==> src/rtl/bdw_pkg.sv <==
package bdw_pkg;
  localparam int WORD_W  = 32;
  localparam int CNT_W   = 16;
  localparam int DESC_WORDS = 3;

  // status byte bit positions (bits 23:16 of the control word)
  localparam int ST_DONE = 0;
  localparam int ST_WRAP = 1;
  localparam int ST_CONT = 2;
  localparam int ST_IRQ  = 3;
  localparam int ST_ERR  = 4;

  // command byte width codes
  localparam logic [7:0] CMD_W32 = 8'd0;
  localparam logic [7:0] CMD_W8  = 8'd1;
  localparam logic [7:0] CMD_W16 = 8'd2;

  typedef enum logic [2:0] {
    WK_IDLE, WK_RD0, WK_RD1, WK_CHK, WK_XFER, WK_WB
  } walk_state_e;
endpackage

==> src/rtl/bdw_width_chk.sv <==
module bdw_width_chk
  import bdw_pkg::*;
(
  input  logic [7:0]        cmd_i,
  input  logic [CNT_W-1:0]  count_i,
  input  logic [WORD_W-1:0] addr_i,
  output logic              ok_o,
  output logic [1:0]        size_o
);
  always_comb begin
    ok_o   = 1'b0;
    size_o = 2'd0;
    unique case (cmd_i)
      CMD_W32: begin
        size_o = 2'd2;
        ok_o   = (count_i[1:0] == 2'b00) && (addr_i[1:0] == 2'b00);
      end
      CMD_W16: begin
        size_o = 2'd1;
        ok_o   = !count_i[0] && !addr_i[0];
      end
      CMD_W8: begin
        size_o = 2'd0;
        ok_o   = 1'b1;
      end
      default: begin
        size_o = 2'd0;
        ok_o   = 1'b0;
      end
    endcase
  end
endmodule

==> src/rtl/bdw_ptr_unit.sv <==
module bdw_ptr_unit
  import bdw_pkg::*;
#(
  parameter int AW = 8
) (
  input  logic          clk,
  input  logic          rst_n,
  input  logic          load_i,
  input  logic [AW-1:0] base_i,
  input  logic          adv_i,
  input  logic          wrap_i,
  output logic [AW-1:0] ptr_o
);
  localparam logic [AW-1:0] STEP = AW'(DESC_WORDS);

  logic [AW-1:0] base_q, base_d, ptr_q, ptr_d;
  logic          en;

  always_comb begin
    base_d = base_q;
    ptr_d  = ptr_q;
    if (load_i) begin
      base_d = base_i;
      ptr_d  = base_i;
    end else if (adv_i) begin
      ptr_d = wrap_i ? base_q : ptr_q + STEP;
    end
  end

  assign en = load_i | adv_i;

  always_ff @(posedge clk or negedge rst_n) begin
    if (!rst_n) begin
      base_q <= '0;
      ptr_q  <= '0;
    end else if (en) begin
      base_q <= base_d;
      ptr_q  <= ptr_d;
    end
  end

  assign ptr_o = ptr_q;
endmodule

==> src/rtl/bd_ring_walker.sv <==
module bd_ring_walker
  import bdw_pkg::*;
#(
  parameter int AW = 8
) (
  input  logic              clk,
  input  logic              rst_n,
  input  logic              start_i,
  input  logic [AW-1:0]     base_ptr_i,
  output logic              mem_req_o,
  output logic              mem_we_o,
  output logic [AW-1:0]     mem_addr_o,
  output logic [WORD_W-1:0] mem_wdata_o,
  input  logic [WORD_W-1:0] mem_rdata_i,
  output logic              xfer_req_o,
  output logic [WORD_W-1:0] xfer_addr_o,
  output logic [CNT_W-1:0]  xfer_count_o,
  output logic [1:0]        xfer_size_o,
  input  logic              xfer_done_i,
  input  logic              xfer_err_i,
  output logic              irq_o,
  output logic              idle_o
);
  localparam int ST_LSB = CNT_W;
  localparam int CMD_LSB = CNT_W + 8;

  walk_state_e       state_q, state_d;
  logic [WORD_W-1:0] w0_q, w0_d, addr_q, addr_d;
  logic              err_q, err_d, irq_q, irq_d;
  logic              ptr_load, ptr_adv;
  logic [AW-1:0]     ptr;
  logic              fmt_ok;
  logic [1:0]        fmt_size;
  logic [7:0]        st_cur, st_wb;

  assign st_cur = w0_q[ST_LSB +: 8];

  always_comb begin
    st_wb = st_cur;
    st_wb[ST_DONE] = 1'b0;
    if (err_q) st_wb[ST_ERR] = 1'b1;
  end

  bdw_ptr_unit #(.AW(AW)) u_ptr (
    .clk    (clk),
    .rst_n  (rst_n),
    .load_i (ptr_load),
    .base_i (base_ptr_i),
    .adv_i  (ptr_adv),
    .wrap_i (st_cur[ST_WRAP]),
    .ptr_o  (ptr)
  );

  // address is taken from the read port while in WK_CHK
  bdw_width_chk u_chk (
    .cmd_i   (w0_q[CMD_LSB +: 8]),
    .count_i (w0_q[CNT_W-1:0]),
    .addr_i  (state_q == WK_CHK ? mem_rdata_i : addr_q),
    .ok_o    (fmt_ok),
    .size_o  (fmt_size)
  );

  always_comb begin
    state_d     = state_q;
    w0_d        = w0_q;
    addr_d      = addr_q;
    err_d       = err_q;
    irq_d       = 1'b0;
    ptr_load    = 1'b0;
    ptr_adv     = 1'b0;
    mem_req_o   = 1'b0;
    mem_we_o    = 1'b0;
    mem_addr_o  = ptr;
    mem_wdata_o = {w0_q[CMD_LSB +: 8], st_wb, w0_q[CNT_W-1:0]};
    xfer_req_o  = 1'b0;
    unique case (state_q)
      WK_IDLE: begin
        if (start_i) begin
          ptr_load = 1'b1;
          state_d  = WK_RD0;
        end
      end
      WK_RD0: begin
        mem_req_o = 1'b1;
        err_d     = 1'b0;
        state_d   = WK_RD1;
      end
      WK_RD1: begin
        w0_d = mem_rdata_i;
        if (mem_rdata_i[ST_LSB + ST_DONE]) begin
          mem_req_o  = 1'b1;
          mem_addr_o = ptr + AW'(1);
          state_d    = WK_CHK;
        end else begin
          state_d = WK_IDLE;
        end
      end
      WK_CHK: begin
        addr_d  = mem_rdata_i;
        err_d   = !fmt_ok;
        state_d = fmt_ok ? WK_XFER : WK_WB;
      end
      WK_XFER: begin
        xfer_req_o = 1'b1;
        if (xfer_done_i) begin
          err_d   = xfer_err_i;
          state_d = WK_WB;
        end
      end
      WK_WB: begin
        mem_req_o = 1'b1;
        mem_we_o  = 1'b1;
        ptr_adv   = 1'b1;
        irq_d     = st_cur[ST_IRQ];
        state_d   = st_cur[ST_CONT] ? WK_RD0 : WK_IDLE;
      end
      default: state_d = WK_IDLE;
    endcase
  end

  always_ff @(posedge clk or negedge rst_n) begin
    if (!rst_n) begin
      state_q <= WK_IDLE;
      w0_q    <= '0;
      addr_q  <= '0;
      err_q   <= 1'b0;
      irq_q   <= 1'b0;
    end else begin
      state_q <= state_d;
      irq_q   <= irq_d;
      err_q   <= err_d;
      if (state_q == WK_RD1) w0_q   <= w0_d;
      if (state_q == WK_CHK) addr_q <= addr_d;
    end
  end

  assign xfer_addr_o  = addr_q;
  assign xfer_count_o = w0_q[CNT_W-1:0];
  assign xfer_size_o  = fmt_size;
  assign irq_o        = irq_q;
  assign idle_o       = (state_q == WK_IDLE);

  // nothing is driven while idle
  p_idle_quiet_r1: assert property (@(posedge clk) disable iff (!rst_n)
    idle_o |-> (!mem_req_o && !xfer_req_o));

  // first access after an accepted start is at the base
  p_start_base_r2: assert property (@(posedge clk) disable iff (!rst_n)
    (start_i && idle_o) |=> (mem_req_o && !mem_we_o && mem_addr_o == $past(base_ptr_i)));

  // an unowned control word ends the walk
  p_unowned_stop_r4: assert property (@(posedge clk) disable iff (!rst_n)
    (state_q == WK_RD1 && !mem_rdata_i[ST_LSB + ST_DONE]) |=> idle_o);

  // writeback always hands ownership back
  p_wb_clears_done_r5: assert property (@(posedge clk) disable iff (!rst_n)
    (mem_req_o && mem_we_o) |-> !mem_wdata_o[ST_LSB + ST_DONE]);

  // interrupt is a single-cycle pulse
  p_irq_pulse_r8: assert property (@(posedge clk) disable iff (!rst_n)
    irq_o |=> !irq_o);

  // request held steady until the mover answers
  p_req_hold_r12: assert property (@(posedge clk) disable iff (!rst_n)
    (xfer_req_o && !xfer_done_i) |=>
      (xfer_req_o && $stable(xfer_addr_o) && $stable(xfer_count_o) && $stable(xfer_size_o)));
endmodule

==> config.mk <==
export PLATFORM = sky130hd
export DESIGN_NAME = bd_ring_walker
export DESIGN_NICKNAME = d
export VERILOG_FILES = /design/src/rtl/bdw_pkg.sv /design/src/rtl/bdw_width_chk.sv /design/src/rtl/bdw_ptr_unit.sv /design/src/rtl/bd_ring_walker.sv
export SDC_FILE = /design/constraint.sdc
export NUM_CORES = 1
export LEC_CHECK = 0
export ABC_AREA = 1
export BUFFER_PORTS_ARGS = -buffer_cell sky130_fd_sc_hd__buf_4
export CORE_MARGIN = 2
export CORE_UTILIZATION = 50
export CTS_CLUSTER_DIAMETER = 100
export DETAILED_ROUTE_END_ITERATION = 10
export GPL_TIMING_DRIVEN = 0
export PLACE_DENSITY = 0.85
export SYNTH_ARGS = -nofsm -noshare
export SYNTH_HDL_FRONTEND = slang
export SYNTH_SLANG_ARGS = --single-unit
==> constraint.sdc <==
create_clock -name clk -period 1.9 [get_ports clk]
set_input_delay 0.095 -clock clk [delete_from_list [all_inputs] [get_ports clk]]
set_output_delay 0.095 -clock clk [all_outputs]
set_load 0.005 [all_outputs]
==> results of run 1 <==
[per-stage QoR]
stage | setup WS, ps | instances | TNS, ps | power (mW) | area [um^2]
after floorplan | 508 | 466 | 0 | 5.75 | 4030
after global placement | 412 | 706 | 0 | 7.77 | 5200
after detailed placement | 386 | 706 | 0 | 8.01 | 5200
after CTS | 0.0575 | 733 | 0 | 9.23 | 5490
after global routing | -8.33 | 735 | -10.4 | 9.93 | 5530
final | 88.3 | 735 | 0 | 9.24 | 5530
[flip-flops by register name (all words and copies together) (netlist names)]
register      cells
xfer_addr_o      32
w0_q             31
u_ptr.base_q      8
u_ptr.ptr_o       8
state_q           3
err_q             1
irq_o             1
[worst min-delay path, stage by stage]
cell	delay, ps
buf_4	110
inv_1	50
o21ai_0	80
[timing repair]
| item | CTS | global route |
|---|---|---|
| setup buffers | 0 | 2 |
| gates resized for setup | 0 | 9 |
| hold buffers | 11 | 0 |
| hold endpoints to repair | 98 | 0 |
| setup endpoints to repair | 0 | 6 |
[layout by cell type (no fill, tap or decap), types with 2 or more instances in the layout]
| master | count |
|---|---|
| buf_2 | 8 |
| o211ai_1 | 2 |
| o221ai_1 | 2 |
| buf_4 | 188 |
| clkbuf_8 | 10 |
| inv_1 | 62 |
| clkinvlp_4 | 2 |
| inv_2 | 2 |
| clkbuf_1 | 7 |
| nor2_1 | 16 |
| dlygate4sd3_1 | 11 |
| xnor2_1 | 2 |
| a21oi_1 | 11 |
| buf_6 | 2 |
| nand3_1 | 7 |
| nor2_4 | 2 |
| inv_6 | 2 |
| nand2_1 | 106 |
| o21ai_0 | 78 |
| xor2_1 | 11 |
| dfrtp_1 | 83 |
| ha_1 | 2 |
[final timing paths]
path,from,end,slack (ps)
setup / recovery,state_q[0],mem_addr_o[7],90
hold / removal,mem_rdata_i[6],w0_q[6],20
setup reg to reg,u_ptr.ptr_o[0],u_ptr.ptr_o[6],350
hold reg to reg,w0_q[20],w0_q[20],490
max in group asynchronous,rst_n,state_q[2],710
min in group asynchronous,rst_n,xfer_addr_o[28],460
[cell families (layout without fill, tap and decap cells)]
kind of cell | count (synthesis) | in the layout | share of synthesized area, %
buffers and inverters | 130 | 297 | 17.1
other | 1 | 1 | 0.0930
flip-flops | 84 | 84 | 52.1
adder cells (fa/ha/maj) | 2 | 2 | 0.620
XOR/XNOR | 13 | 13 | 2.82
AND/OR/NAND/NOR | 140 | 140 | 14.8
AO/OA/AOI/OAI | 96 | 96 | 12.4
[layout make-up]
type	instances	area share [%]
Inverter	65	4.46
Multi-Input combinational cell	252	22.8
Tap cell	102	2.31
Clock buffer	10	2.49
Timing Repair Buffer	151	21.0
Sequential cell	84	38.0
Buffer	65	8.12
Clock inverter	6	0.837
[report_power, final]
group	total [mW]	internal, mW	switching, mW
Clock	1.19	0.520	0.669
Combinational	4.76	2.55	2.21
Sequential	3.29	2.67	0.628
Total	9.24	5.73	3.51
[layer usage]
| layer | GRT usage [%] | vias to the layer above |
|---|---|---|
| met5 | 0 | - |
| met4 | 10.5 | 0 |
| met3 | 4.25 | 25 |
| met2 | 42.1 | 133 |
| met1 | 29.1 | 1694 |
| li1 | - | 1731 |
==> metrics.md, run 1 <==
| Metric | Value |
|---|---|
| Slowest cell on the critical path | `dfrtp_1` |
| Die Height | `93.8 um` |
| Met3 WL | `585 um` |
| P per Cell Area | `1670 nW/um^2` |
| Max clock buf depth | `2` |
| CP top delay family | `simple AND/OR/NAND/NOR gates` |
| Area Growth Syn to Fin | `37.1%` |
| Flip-flop and latch area | `2100 um^2` |
| Vias in the first global route | `3,478` |
| WP buf/inv | `3` |
| Number of port buffers | `138` |
| WL met2 | `5450 um` |
| Tmin final | `1810 ps` |
| Detail Route Antenna Nets | `0` |
| Max-slew violations | `0` |
| CP Max Fanout | `8` |
| Syn_area_per_cell | `8.66 um^2` |
| CP cell instances | `buf_4, inv_4, nand4_4, nor2_4, nand2_1, xor2_1, buf_4` |
| Synth area leaders | `dfrtp_1 52%, nand2_1 9.9%, o21ai_0 9.7%` |
| Initial Utilization | `51.9%` |
| WP depth | `7` |
| CTS tree | `done` |
| Total die area | `8800 um^2` |
| DP HPWL | `7580 um` |
| Fin crit share | `95.4%` |
| Clock slew at reported path FFs | `100 ps` |
| Per-cell routed wire length | `14.2 um` |
| Register area share after synthesis | `52.1%` |
| Global-route wire length before repair | `16,400 um` |
| Initial antenna violation count | `0` |
| Worst slew pin tran | `1040 ps` |
| Top cell type's share of synthesized area | `52.1%` |
| Detailed Route Iter0 Violations | `201` |
| DIE WIDTH | `93.8 um` |
| DR pass1 iterations | `4` |
| Final nets | `675` |
| Root Driver | `clkbuf_8` |
| Req. time, crit path | `1800 ps` |
| Synth unique cells | `30` |
| Share of layout cells above drive strength 1 | `36.2%` |
| Max H-tree Level | `3` |
| Type of destination of the critical path | `primary output` |
| Asr flop ratio synth | `100%` |
| Core ar. | `7770 um^2` |
| Highest metal used | `met4` |
| Routed wire length | `10,400 um` |
| Static Leak | `3.01 nW` |
| Crit path largest cell delay | `360 ps` |
| Status | `finished, final reports clean` |
| F_max | `552 MHz` |
| Crit path arrival time | `1720 ps` |
| Cells on worst reg2reg path | `7` |
| Fill count | `605` |
| Footprint of the multi-input gates | `1260 um^2` |
| Worst Skew | `14.2 ps` |
| Top_reg_cell synth | `dfrtp_1` |
| Residual DRC count | `0` |
| Routed vias | `3,583` |
| WS Path Type | `reg2out` |
| Post-synth EDFFs | `0` |
| Maximum vdd ir drop | `0.824 mV` |
| Slew HR | `30.9%` |
| Final core occ | `71.2%` |
| Number of buffers created by CTS | `9` |
| Site row count | `32` |
| Wire length on met1 | `4070 um` |
| CP startpoint kind | `flip-flop` |
| Mapped Area | `4030 um^2` |
| Synth warnings | `0` |
| Worst hold slack | `18.0 ps` |
| Hold Crit Depth | `3` |
| Register bit total from synthesis | `84` |
| GPL Wtd Cong | `0.862` |
| Final-report setup violation count | `0` |
| Gr usage total | `24.1%` |
| Largest net degree at the start of global routing | `85` |
| Ports | `140` |
| Total gr overflow | `0` |
| Top-count cell post-synth | `nand2_1` |
| Final hold violations | `0` |
| Clk_lat worst skew | `350 ps` |
| Min-Delay Path Class | `in2reg` |
| Max Cap Viol | `0` |
| Synthesized Nets | `513` |
| Most frequent CP cell | `buf_4` |
| Clock sinks | `84` |
| Post-synth top cells | `106 x nand2_1, 84 x dfrtp_1, 78 x o21ai_0, 63 x inv_1, 47 x buf_4` |
| Syn Inst Count | `466` |
| Number of diodes | `0` |
| Via density | `4.87` |
| Yosys top cell by area | `dfrtp_1` |
(Power assumes the default switching activity.)
==> run 2, diff against run 1 <==
- clock period: 1.9 -> 1.8 ns (I/O delays scaled with it)
==> run 2 against run 1 <==
Compared with the run above:
- flip-flop and latch count is the same
- via count grew 0.47%
- sequential power grew 5%
- combinational power grew 5.9%
- register-to-register slack lost 90 ps
- global-route usage grew 0.19 points
- largest power group unchanged
- total power grew 5.6%
- critical endpoint unchanged
==> metrics.md, run 2 (synthesized netlist as in run 1, its figures left out) <==
| Metric | Value |
|---|---|
| P per Cell Area | `1760 nW/um^2 (+5.3%)` |
| Maximum vdd ir drop | `0.865 mV (+5.0%)` |
| Reg-to-reg setup timing slack | `260 ps (-90 ps)` |
| Met1 Use GR | `29.1% (-0.038 points)` |
| Clock slew at reported path FFs | `100 ps (about the same)` |
| Max H-tree Level | `3 (unchanged)` |
| Min-Delay Path Class | `in2reg` |
| Status | `finished, final reports clean` |
| Final nets | `676 (+0.15%)` |
| Residual DRC count | `0 (unchanged)` |
| Max reg flops | `32 (unchanged)` |
| Critical Path End | `mem_addr_o[7]` |
| Max Cap Viol | `0 (unchanged)` |
| GRT busiest layer | `met2` |
| Type of destination of the critical path | `primary output` |
| Share of layout cells above drive strength 1 | `36.1% (-0.057 points)` |
| Total gr overflow | `0 (unchanged)` |
| Initial antenna violation count | `0 (unchanged)` |
| Cells on worst reg2reg path | `7 (unchanged)` |
| Static Leak | `3.01 nW (+0.21%)` |
| PnR worst setup slack | `83.5 ps (-4.82 ps)` |
| Placement Setup Slack | `291 ps (-95.0 ps)` |
| Number of diodes | `0 (unchanged)` |
| CTS tree | `done` |
| Unrepaired setup endpoints after global routing | `false` |
| Per-cell routed wire length | `14.0 um (-1.1%)` |
| Clk_lat worst skew | `350 ps (about the same)` |
| Area Growth Syn to Fin | `37.4%` |
| Via density | `4.89 (+0.34%)` |
| Hold wc startpoint | `mem_rdata_i[6]` |
| Max clock buf depth | `2 (unchanged)` |
| Detail Route Antenna Nets | `0 (unchanged)` |
| Tmin final | `1720 ps` |
| DIE WIDTH | `93.8 um (unchanged)` |
| Root Driver | `clkbuf_8` |
| Total power | `9.76 mW (+5.6%)` |
| Slew HR | `30.5% (-0.41 points)` |
| Clock sinks | `84 (unchanged)` |
| CP startpoint | `state_q[2]` |
| Site row count | `32 (unchanged)` |
| Met2 Track Usage GR | `41.8% (-0.24 points)` |
| F_max | `583 MHz` |
| Gr usage total | `24.3% (+0.19 points)` |
| Number of buffers created by CTS | `9 (unchanged)` |
| Initial Utilization | `51.9% (unchanged)` |
| Max-slew violations | `0 (unchanged)` |
| Most frequent cells in the layout | `187 x buf_4, 106 x nand2_1, 83 x dfrtp_1` |
| GR Util met3 | `4.49% (+0.24 points)` |
| DP HPWL | `7580 um (unchanged)` |
| Final hold violations | `0 (unchanged)` |
| CP startpoint kind | `flip-flop` |
| Worst hold slack | `12.4 ps (-5.52 ps)` |
| R2r endpoint | `u_ptr.ptr_o[3]` |
| Number of port buffers | `138 (unchanged)` |
| Vias in the first global route | `3,537 (+1.7%)` |
| Largest net degree at the start of global routing | `85 (unchanged)` |
| Detailed Route Iter0 Violations | `193 (-4.0%)` |
| Commonest non-fill, non-tap cell in the layout | `buf_4` |
| Global-route wire length before repair | `16,600 um (+0.67%)` |
| Setup TNS | `0 ps (unchanged)` |
| FF-to-FF Start | `state_q[1]` |
| Worst slew pin tran | `1040 ps (+6.13 ps)` |
| Routed vias | `3,600 (+0.47%)` |
| CP Max Fanout | `5 (-3)` |
| Die Height | `93.8 um (unchanged)` |
| Routed wire length | `10,300 um (-1.0%)` |
| Req. time, crit path | `1710 ps (-90 ps)` |
| Ports | `140 (unchanged)` |
| Worst Skew | `12.0 ps (-2.20 ps)` |
| Fin crit share | `95.4%` |
| GPL Wtd Cong | `0.862 (unchanged)` |
| WS Path Type | `reg2out` |
| Final-report setup violation count | `0 (unchanged)` |
| Total die area | `8800 um^2 (unchanged)` |
| DR pass1 iterations | `4 (unchanged)` |
| Core ar. | `7770 um^2 (unchanged)` |
| Crit path arrival time | `1630 ps (-90 ps)` |
-- run 2: metal layers --
layer  up-vias  routed length (um)
li1       1735                   -
met1      1711                4100
met2       127                5360
met3        27                 521
met4         0                 318
met5         -                   0
-- run 2: critical path, stage by stage (launching register included) --
cell	delay [ps]
dfrtp_2	440
inv_2	120
nand4_4	180
nor2_4	190
nand2_1	80
xor2_1	140
buf_4	130
-- run 2: worst min-delay path by stage --
stage                                  to  slack [ps]  cells past startpoint
after CTS                 xfer_addr_o[29]           2                      3
after global routing             w0_q[29]           8                      3
after global placement    xfer_addr_o[30]         320                      1
after detailed placement  u_ptr.base_q[5]         320                      3
after floorplan                     err_q        -210                      0
final                             w0_q[6]          10                      3
-- run 2: layout make-up --
class,instances,area [um^2]
Sequential cell,84,2100
Timing Repair Buffer,152,1170
Buffer,65,453
Clock buffer,10,138
Tap cell,102,128
Inverter,65,246
Clock inverter,6,46.3
Fill cell,610,2220
Multi-Input combinational cell,252,1260
-- run 2: repair_timing --
action,CTS,global route
endpoints found under the setup margin,6,3
hold endpoints to repair,101,0
setup buffers,1,1
gates resized for setup,4,6
hold buffers,12,0
pin swaps,0,1
-- run 2: metrics by stage --
step | utilization, % | cells | cell area [um^2]
5_1_grt | 71.4 | 736 | 5540
3_3_place_gp | 66.9 | 706 | 5200
4_1_cts | 71.1 | 735 | 5520
3_5_place_dp | 66.9 | 706 | 5200
6_report | 71.4 | 736 | 5540
2_1_floorplan | - | 466 | 4030
-- run 2: power breakdown --
group	leakage, nW	switching, mW	internal, mW	total, mW
Clock	0.0893	0.710	0.549	1.26
Sequential	1.04	0.648	2.81	3.46
Combinational	1.89	2.33	2.71	5.04
Total	3.01	3.69	6.07	9.76
==> run 3, diff against run 2 <==
- BUFFER_PORTS_ARGS: -buffer_cell sky130_fd_sc_hd__buf_4 -> -buffer_cell sky130_fd_sc_hd__buf_2
- MAX_ROUTING_LAYER: default -> met4
- RECOVER_POWER: default -> 25
==> run 3 against run 2 <==
Compared with the run above:
- die area stayed put
- setup slack improved by 27 ps
- hold slack got worse by 4.7 ps
- clock skew fell by 1.5 ps
- global-route usage shrank 0.59 points
- clock power up 13%
- register-to-register slack got worse by 50 ps
- via count increased by 0.17%
- total power fell by 3.7%
- cell count increased by 1.2%
- sequential share of layout area rose by 1.5 points
- critical path depth grew 1
==> metrics.md, run 3 (synthesized netlist as in run 1, its figures left out) <==
| Metric | Value |
|---|---|
| Status | `finished, final reports clean` |
| Req. time, crit path | `1710 ps (about the same)` |
| Met2 Track Usage GR | `38.9% (-3.0 points)` |
| Initial antenna violation count | `0 (unchanged)` |
| Crit path arrival time | `1600 ps (-30 ps)` |
| Site row count | `32 (unchanged)` |
| Fill count | `625 (+2.5%)` |
| PnR worst setup slack | `111 ps (+27.2 ps)` |
| Reg-to-reg setup timing slack | `210 ps (-50 ps)` |
| Max Cap Viol | `0 (unchanged)` |
| CP Max Fanout | `6 (+1)` |
| Final-report setup violation count | `0 (unchanged)` |
| Sequential Power Share | `36.7% (+1.2 points)` |
| Core ar. | `7770 um^2 (unchanged)` |
| Switch Pwr | `3.66 mW (-0.76%)` |
| Max clock buf depth | `2 (unchanged)` |
| Routed vias | `3,606 (+0.17%)` |
| Gr usage total | `23.7% (-0.59 points)` |
| DIE WIDTH | `93.8 um (unchanged)` |
| Clock power frac | `15.2% (+2.3 points)` |
| Max reg flops | `32 (unchanged)` |
| Residual DRC count | `0 (unchanged)` |
| Global-route wire length before repair | `15,900 um (-3.8%)` |
| CP startpoint kind | `flip-flop` |
| FF-to-FF Start | `state_q[0]` |
| Combinational power share | `48.1% (-3.5 points)` |
| Footprint of the multi-input gates | `1260 um^2 (unchanged)` |
| Clock slew at reported path FFs | `100 ps (about the same)` |
| CP startpoint | `state_q[0]` |
| R2r endpoint | `u_ptr.ptr_o[5]` |
| DP HPWL | `7300 um (-3.6%)` |
| Ports | `140 (unchanged)` |
| Worst slew pin tran | `965 ps (-77.3 ps)` |
| Number of buffers created by CTS | `9 (unchanged)` |
| Via density | `4.84 (-1.0%)` |
| Setup TNS | `0 ps (unchanged)` |
| Detailed Route Iter0 Violations | `162 (-16%)` |
| Per-cell routed wire length | `13.5 um (-3.4%)` |
| Total power | `9.40 mW (-3.7%)` |
| Worst Skew | `10.5 ps (-1.45 ps)` |
| Final nets | `685 (+1.3%)` |
| Share of layout cells above drive strength 1 | `36.2% (+0.12 points)` |
| Met1 Use GR | `30.3% (+1.2 points)` |
| WS Path Type | `reg2out` |
| Type of destination of the critical path | `primary output` |
| Tmin final | `1690 ps (-27.2 ps)` |
| GRT busiest layer | `met2` |
| Switching Share | `38.9% (+1.2 points)` |
| Commonest non-fill, non-tap cell in the layout | `buf_2` |
| Most frequent cells in the layout | `145 x buf_2, 106 x nand2_1, 83 x dfrtp_1` |
| Die Height | `93.8 um (unchanged)` |
| Total die area | `8800 um^2 (unchanged)` |
| Placed inst area | `4880 um^2 (-6.1%)` |
| Number of diodes | `0 (unchanged)` |
| DR pass1 iterations | `4 (unchanged)` |
| Placement Setup Slack | `272 ps (-18.7 ps)` |
| Worst hold slack | `7.76 ps (-4.69 ps)` |
| Clock sinks | `84 (unchanged)` |
| GPL Wtd Cong | `0.918 (+6.4%)` |
| P per Cell Area | `1760 nW/um^2 (+0.19%)` |
| Critical Path End | `mem_addr_o[7]` |
| F_max | `592 MHz (+1.6%)` |
| GR Util met3 | `3.05% (-1.4 points)` |
| Maximum vdd ir drop | `0.909 mV (+5.1%)` |
| Max H-tree Level | `3 (unchanged)` |
| CTS tree | `done` |
| Area Growth Syn to Fin | `32.1%` |
| Max-slew violations | `0 (unchanged)` |
| Static Leak | `2.99 nW (-0.77%)` |
| Number of port buffers | `138 (unchanged)` |
| Cells on worst reg2reg path | `8 (+1)` |
| Total gr overflow | `0 (unchanged)` |
| Flip-flop and latch area | `2100 um^2 (unchanged)` |
| Fin crit share | `93.8% (-1.5 points)` |
| Largest net degree at the start of global routing | `49 (-42%)` |
| Final instance area | `5330 um^2 (-3.9%)` |
| Final hold violations | `0 (unchanged)` |
| Slew HR | `35.6% (+5.2 points)` |
| Vias in the first global route | `3,382 (-4.4%)` |
| Detail Route Antenna Nets | `0 (unchanged)` |
| Root Driver | `clkbuf_8` |
| Initial Utilization | `51.9% (unchanged)` |
| Clk_lat worst skew | `350 ps (about the same)` |
| Unrepaired setup endpoints after global routing | `true` |
| Int Power | `5.74 mW (-5.5%)` |
| Routed wire length | `10,100 um (-2.2%)` |
| Min-Delay Path Class | `in2reg` |
## run 3: what timing repair did
item / 4_1_cts / 5_1_grt
setup endpoints to repair: 5 / 8
hold buffers: 16 / 1
gates resized for setup: 3 / 7
endpoints found under the hold margin: 55 / 1
pin swaps: 0 / 3
setup buffers: 1 / 4
## run 3: power by group through the flow
stage | Clock, mW | Combinational (mW) | Sequential, mW
floorplan | 0 | 2.71 | 3.36
global placement | 0 | 4.19 | 3.41
detailed placement | 0 | 4.36 | 3.46
CTS | 1.44 | 4.42 | 3.44
global route | 1.53 | 5.04 | 3.55
finish | 1.43 | 4.52 | 3.45
## run 3: worst min path at each step
stage / from / endpoint / slack (ps) / cells past startpoint
6_report: mem_rdata_i[1] / w0_q[1] / 8 / 3
5_1_grt: mem_rdata_i[10] / w0_q[10] / 5 / 3
4_1_cts: mem_rdata_i[1] / w0_q[1] / 0.1 / 3
3_5_place_dp: rst_n / xfer_addr_o[29] / 90 / 1
3_3_place_gp: base_ptr_i[5] / u_ptr.base_q[5] / 320 / 3
2_1_floorplan: rst_n / err_q / -210 / 0
## run 3: cell type report
type | count | share of cell area (%)
clock buffers | 10 | 2.58
flip-flops and latches | 84 | 39.5
repair buffers | 161 | 17.4
multi-input cells | 252 | 23.6
clock inverters | 6 | 1.43
plain buffers | 65 | 8.50
inverters | 65 | 4.63
well taps | 102 | 2.39
## run 3: routing by layer
layer	share of wire (%)	wire [um]
met1	42	4200
met4	2.3	227
met3	5.2	520
met2	51	5130
met5	0	0
## run 3: worst max-delay path, cell delays in order, from the launching register on
cell and delay (ps):
dfrtp_1 380, buf_6 130, inv_4 70, nand4_4 160, nor2_4 180, nand2_1 80, xor2_1 140, buf_2 120
## run 3: stage by stage
stage | cells | utilization (%)
3_5_place_dp | 707 | 62.9
2_1_floorplan | 466 | -
4_1_cts | 740 | 67.9
3_3_place_gp | 706 | 62.5
5_1_grt | 745 | 68.6
6_report | 745 | 68.6
